File: config.mk
export PLATFORM = sky130hd
export DESIGN_NAME = wide_link_negotiator
export DESIGN_NICKNAME = d
export VERILOG_FILES = /design/src/rtl/wln_pkg.sv /design/src/rtl/wln_strap.sv /design/src/rtl/wln_line_drv.sv /design/src/rtl/wln_park.sv /design/src/rtl/wide_link_negotiator.sv
export SDC_FILE = /design/constraint.sdc
export NUM_CORES = 1
export LEC_CHECK = 0
export BUFFER_PORTS_ARGS = -buffer_cell sky130_fd_sc_hd__buf_4
export CAP_MARGIN = 30
export CORE_MARGIN = 2
export CORE_UTILIZATION = 36
export DETAILED_ROUTE_END_ITERATION = 8
export PLACE_DENSITY = 0.92
export SLEW_MARGIN = 20
export SYNTH_ARGS = -nofsm -noshare
export SYNTH_HDL_FRONTEND = slang
export SYNTH_SLANG_ARGS = --single-unit
File: constraint.sdc
create_clock -name clk -period 1.25 [get_ports clk]
set_input_delay 0.0625 -clock clk [delete_from_list [all_inputs] [get_ports clk]]
set_output_delay 0.0625 -clock clk [all_outputs]
set_load 0.01 [all_outputs]
File: src/rtl/wln_pkg.sv
package wln_pkg;
   typedef enum logic [1:0] {
      LINE_IDLE = 2'd0,
      LINE_LOW  = 2'd1,
      LINE_REL  = 2'd2
   } line_state_e;
endpackage

File: src/rtl/wln_strap.sv
module wln_strap (
   input  logic clk,
   input  logic rst_n,
   input  logic req_pin_n,
   output logic wide_en
);
   logic wide_q;

   // sampled on every edge during reset; the last one wins and holds
   always_ff @(posedge clk) begin
      if (!rst_n)
         wide_q <= ~req_pin_n;
   end

   assign wide_en = wide_q;
endmodule

File: src/rtl/wln_line_drv.sv
module wln_line_drv
   import wln_pkg::*;
(
   input  logic clk,
   input  logic rst_n,
   input  logic allow_i,
   input  logic set_i,
   input  logic clr_i,
   output logic pin_n_o,
   output logic oe_o,
   output logic low_o
);
   line_state_e st_q, st_d;

   always_comb begin
      st_d = st_q;
      unique case (st_q)
         LINE_IDLE: if (set_i && allow_i) st_d = LINE_LOW;
         LINE_LOW:  if (clr_i)            st_d = LINE_REL;
         LINE_REL:                        st_d = LINE_IDLE;
         default:                         st_d = LINE_IDLE;
      endcase
   end

   always_ff @(posedge clk) begin
      if (!rst_n) st_q <= LINE_IDLE;
      else        st_q <= st_d;
   end

   assign low_o   = (st_q == LINE_LOW);
   assign pin_n_o = ~low_o;
   assign oe_o    = (st_q != LINE_IDLE);
endmodule

File: src/rtl/wln_park.sv
module wln_park #(
   parameter int unsigned HI_AD_W   = 32,
   parameter int unsigned HI_BE_W   = 4,
   parameter bit          PARK_ONES = 1'b0
) (
   input  logic               rst_n,
   input  logic               wide_en,
   output logic [HI_AD_W-1:0] ad_o,
   output logic [HI_BE_W-1:0] be_o,
   output logic               par_o,
   output logic               oe_o
);
   generate
      if (PARK_ONES) begin : g_ones
         assign ad_o = '1;
         assign be_o = '1;
      end else begin : g_zeros
         assign ad_o = '0;
         assign be_o = '0;
      end
   endgenerate

   assign par_o = ^{ad_o, be_o};
   assign oe_o  = rst_n & ~wide_en;
endmodule

File: src/rtl/wide_link_negotiator.sv
module wide_link_negotiator #(
   parameter int unsigned HI_AD_W   = 32,
   parameter int unsigned HI_BE_W   = 4,
   parameter bit          PARK_ONES = 1'b0
) (
   input  logic               clk,
   input  logic               rst_n,
   input  logic               req64_n_in,
   input  logic               ack64_n_in,
   input  logic               init_start,
   input  logic               init_end,
   input  logic               tgt_claim,
   input  logic               tgt_end,
   output logic               req64_n_o,
   output logic               req64_oe,
   output logic               ack64_n_o,
   output logic               ack64_oe,
   output logic [HI_AD_W-1:0] hi_ad_o,
   output logic [HI_BE_W-1:0] hi_be_o,
   output logic               hi_par_o,
   output logic               hi_oe,
   output logic               wide_o
);
   localparam int unsigned BYTE_LANES = HI_AD_W / 8;

   generate
      if (HI_AD_W == 0 || (HI_AD_W % 8) != 0) begin : g_bad_width
         $error("HI_AD_W must be a non-zero multiple of 8");
      end
      if (HI_BE_W != BYTE_LANES) begin : g_bad_lanes
         $error("HI_BE_W must equal HI_AD_W/8");
      end
   endgenerate

   logic wide_en;
   logic req_low, ack_low;

   wln_strap u_strap (
      .clk       (clk),
      .rst_n     (rst_n),
      .req_pin_n (req64_n_in),
      .wide_en   (wide_en)
   );

   // initiator side: follows frame timing
   wln_line_drv u_req (
      .clk     (clk),
      .rst_n   (rst_n),
      .allow_i (wide_en),
      .set_i   (init_start),
      .clr_i   (init_end),
      .pin_n_o (req64_n_o),
      .oe_o    (req64_oe),
      .low_o   (req_low)
   );

   // target side: follows device-select timing, gated by the bus request
   wln_line_drv u_ack (
      .clk     (clk),
      .rst_n   (rst_n),
      .allow_i (wide_en & ~req64_n_in),
      .set_i   (tgt_claim),
      .clr_i   (tgt_end),
      .pin_n_o (ack64_n_o),
      .oe_o    (ack64_oe),
      .low_o   (ack_low)
   );

   wln_park #(
      .HI_AD_W   (HI_AD_W),
      .HI_BE_W   (HI_BE_W),
      .PARK_ONES (PARK_ONES)
   ) u_park (
      .rst_n   (rst_n),
      .wide_en (wide_en),
      .ad_o    (hi_ad_o),
      .be_o    (hi_be_o),
      .par_o   (hi_par_o),
      .oe_o    (hi_oe)
   );

   assign wide_o = (req_low & ~ack64_n_in) | (ack_low & ~req64_n_in);
endmodule

Word level (Yosys, flattened, before mapping)
Cells that the tools add are included.
Storage, ports and cells
  output and inout port bits: 43
  register bits: 5
  input port bits: 8
Cells by class
  bitwise gates (word level): 10
  mux-type cells: 6
  reduce and logical (&&, ||, !) cells: 8
  equal/unequal tests: 6
Operators with widths (number)
  two-way mux 2 bit: 4
  case mux 2 bit (2 select lines): 2
  NOT 1 bit: 5
  bitwise AND 1 bit: 4
  == test 2 x 1 -> 1 bit (second input constant): 2
  logical NOT 2 bit: 2
  != test 2 x 1 -> 1 bit (second input constant): 2
  != test 2 bit (second input constant): 2
  AND reduction 2 bit: 2
  nonzero test 2 bit: 2
  logical AND 1 bit: 2
  OR 1 bit: 1

Logic depth before layout (Yosys ltp)
  word-level depth: 5
  gate-level depth with buffers: 2
  mapped depth without buffers: 2

Modules after synthesis
Synthesis repeated with hierarchy kept, for this count alone.
Unflattened totals
  cells, all modules: 66
  area total of the unflattened synthesis: 549.3 sq um
Modules (own cells, without submodules)
  wln_park: times used 1, seq. area each 0.0 sq um, area each 295.3 sq um, cells an instance 39
  wln_line_drv: times used 2, seq. area each 40.0 sq um, area each 95.1 sq um, cells an instance 10
  wln_strap: times used 1, seq. area each 30.0 sq um, area each 37.5 sq um, cells an instance 3
  wide_link_negotiator: times used 1, seq. area each 0.0 sq um, area each 26.3 sq um, cells an instance 4

Worst setup path before layout
Ideal clock, no wire load.
  path type: register to output
  start point: register u_req.st_q[1]
  end point: output port wide_o
  path slack: 0.427 ns
  cell stages (with the launch flop): 3
  arrival: 0.761 ns
  path through: dfxtp_1 -> nand2b_1 -> o22ai_1
Between the ends
  cells in the longest elaborated chain, start to end: 3
RTL lines
  start: declaration: RTL line wln_line_drv.sv:13  | line_state_e st_q, st_d;
  start signal: assignment: RTL line wln_line_drv.sv:27  | else st_q <= st_d;
  == test 2 x 1 -> 1 bit: RTL line wln_line_drv.sv:30  | assign low_o = (st_q == LINE_LOW);
  bitwise AND 1 bit: RTL line wide_link_negotiator.sv:82  | assign wide_o = (req_low & ~ack64_n_in) | (ack_low & ~req64_n_in);
  OR 1 bit: RTL line wide_link_negotiator.sv:82
  end: declaration: RTL line wide_link_negotiator.sv:22  | output logic wide_o
Every way passes these cells.

Final worst setup path
Same ends and word-level chain as after synthesis.

==> flow_metrics.env <==
export IMPL_status="finished clean"
export IMPL_syn_to_final_growth_pct=0
export IMPL_numCtsBuffers=3
export IMPL_critPathKind="flop to output pin"
export IMPL_gp_congestion=0.653
export IMPL_final_cell_count_no_fill=92
export IMPL_die_area_um2=1700
export IMPL_io_buffer_count=13
export IMPL_worst_setup_path_end_kind="output pin"
export IMPL_drt_iter0_markers=1
export IMPL_grt_max_degree=5
export IMPL_drive_gt1_share_pct=22.1
export IMPL_post_cts_buffers=0
export IMPL_grt_pass1_wl_um=876
export IMPL_yosysUniqueCellTypes=14
export IMPL_clock_skew_ns=0.00202
export IMPL_root_buffer="clkbuf_4"
export IMPL_fin_crit_sh_pct=88.8
export IMPL_cp_num_buf_inv=1
export IMPL_crit_path_max_incr_delay_ns=0.31
export IMPL_grt_usage_pct=8.81
export IMPL_seq_area_um2=110
export IMPL_fmax_mhz=901
export IMPL_fin_crit_ns=1.11
export IMPL_ys_warn_count=0
export IMPL_ctsResizeCount=0
export IMPL_clkLatencyLatePin_ns=0.24
export IMPL_critPathTopFamily="flip-flops"
export IMPL_place_hpwl_um=590
export IMPL_cts_buffer_depth=2
export IMPL_crit_required_ns=1.19
export IMPL_start_util_pct=38.5
export IMPL_io_pins=51
export IMPL_n_antenna_cell=0
export IMPL_setup_tns_ns=0
export IMPL_final_util_pct=38.5
export IMPL_critPathMaxFanout=3
export IMPL_syn_avg_cell_area_um2=8.20
export IMPL_core_um2=1300
export IMPL_hold_path_class="input port to flop"
export IMPL_remaining_drc_errors=0
export IMPL_cts_tree="yes"
export IMPL_antenna_found_initial=0
export IMPL_grt_overflow=0
export IMPL_wl_per_cell_um=7.30
export IMPL_r2r_slack_ns=0.47
export IMPL_vias_per_cell=3.38
export IMPL_rows=13
export IMPL_netlist_instances=61
export IMPL_die_width_um=41.3
export IMPL_p_leak_nw=0.282
export IMPL_first_global_vias=227
export IMPL_wirelength_um=672
export IMPL_h_tree_depth=1
export IMPL_fillers=148
export IMPL_start_kind="flop"
export IMPL_crit_path_cell_trace="nand2b_1 -> o22ai_1 -> buf_4"
export IMPL_synth_seq_area_share_pct=22.0
export IMPL_fin_nets=86
export IMPL_crit_slowest_cell="dfxtp_1"
export IMPL_cts_sinks=5
export IMPL_multiInputGateArea_um2=240
export IMPL_ant_nets=0
export IMPL_die_height_um=41.3
export IMPL_finalHoldViolCount=0
export IMPL_vias=311
export IMPL_cp_data_arrival_time_ns=1.05
export IMPL_setup_violations=0
export IMPL_max_vdd_ir_drop_mv=0.361
export IMPL_power_density_nw_per_um2=966
export IMPL_synth_seq_cells=5
export IMPL_grt_setup_unrepaired="false"
export IMPL_netlist_area_um2=500
export IMPL_drv_cap=0
export IMPL_hold_buffers=0
export IMPL_finalMaxSlewViolations=0
export IMPL_dp_cells=88
export IMPL_drtPass1Iterations=2
export IMPL_path_clk_slew_ns=0.04
==> cells in the final DEF (no fill, tap or decap) <==
cell	count
clkbuf_1	1
edfxtp_1	1
inv_1	2
clkbuf_4	3
a211oi_2	1
or2_1	2
a211oi_1	1
nand2b_1	4
buf_4	13
nand2_1	2
nor2_1	3
conb_1	37
dfxtp_1	4
o22ai_1	1
nand3b_1	1
nand4bb_1	1
==> final cells by class <==
| class | instances | share of cell area [%] |
|---|---|---|
| tap | 15 | 3.75 |
| clock buffer | 4 | 5.25 |
| sequential | 5 | 22.0 |
| multi-input combinational | 53 | 48.0 |
| timing repair buffer | 13 | 19.5 |
| inverter | 2 | 1.50 |
==> stage by stage <==
stage	instance area (um^2)	worst slack [ns]	total power (W)	hold WS [ns]
6_report	500	0.140	0.000483	0.0480
5_1_grt	500	0.0762	0.000525	0.0631
4_1_cts	500	0.130	0.000491	0.0414
3_5_place_dp	474	0.398	0.000297	0.295
3_3_place_gp	474	0.425	0.000295	0.284
2_1_floorplan	636	0.427	0.000342	0.176
==> synth_stat cells <==
master	number	share of area [%]
dfxtp_1	4	16
conb_1	1	0.75
nand2_1	2	1.5
nand3b_1	1	1.5
a211oi_1	1	1.5
o22ai_1	1	1.3
edfxtp_1	1	6.0
inv_1	2	1.5
a211oi_2	1	2.5
nor2_1	3	2.2
nand4bb_1	1	2.2
buf_4	37	56
nand2b_1	4	5.0
or2_1	2	2.5
==> worst reg2reg max path: cells and delay by family, from the launching register on <==
kind	cells	cell delay (ns)
DFF	1	0.32
AOI/OAI and AO/OA	1	0.20
and+or+nand+nor	1	0.17
==> routing by layer <==
layer	global-route usage (%)	wire length [um]
met1	8.41	216
met2	12.5	308
met3	3.26	119
met4	12.1	27
met5	0	0
==> report_power, final <==
group | leakage, nW | total [W] | internal [W] | switching, W
logic | 0.225 | 0.000116 | 0.0000396 | 0.0000769
clock network | 0.0150 | 0.000188 | 0.000121 | 0.0000673
registers | 0.0423 | 0.000179 | 0.000173 | 0.00000570
==> cells by family (layout without fill, tap and decap cells) <==
group | after synthesis | after routing | synth area share [%]
compound gates | 3 | 3 | 5.25
buf+inv | 39 | 19 | 57.0
other cells | 1 | 37 | 0.749
simple gates | 13 | 13 | 15.0
flops | 5 | 5 | 22.0
==> sequential cells by signal (all words and copies together), names as in the netlist <==
register	flops
u_ack.st_q	2
u_req.st_q	2
u_strap.wide_en	1
==> worst paths after layout <==
path,startpoint,to,cells after the start
max,u_req.st_q[1],wide_o,3
min,tgt_end,u_ack.st_q[1],3
max reg2reg,u_ack.st_q[0],u_ack.st_q[0],2
min reg2reg,u_req.st_q[1],u_req.st_q[0],1
(Power assumes the default switching activity.)
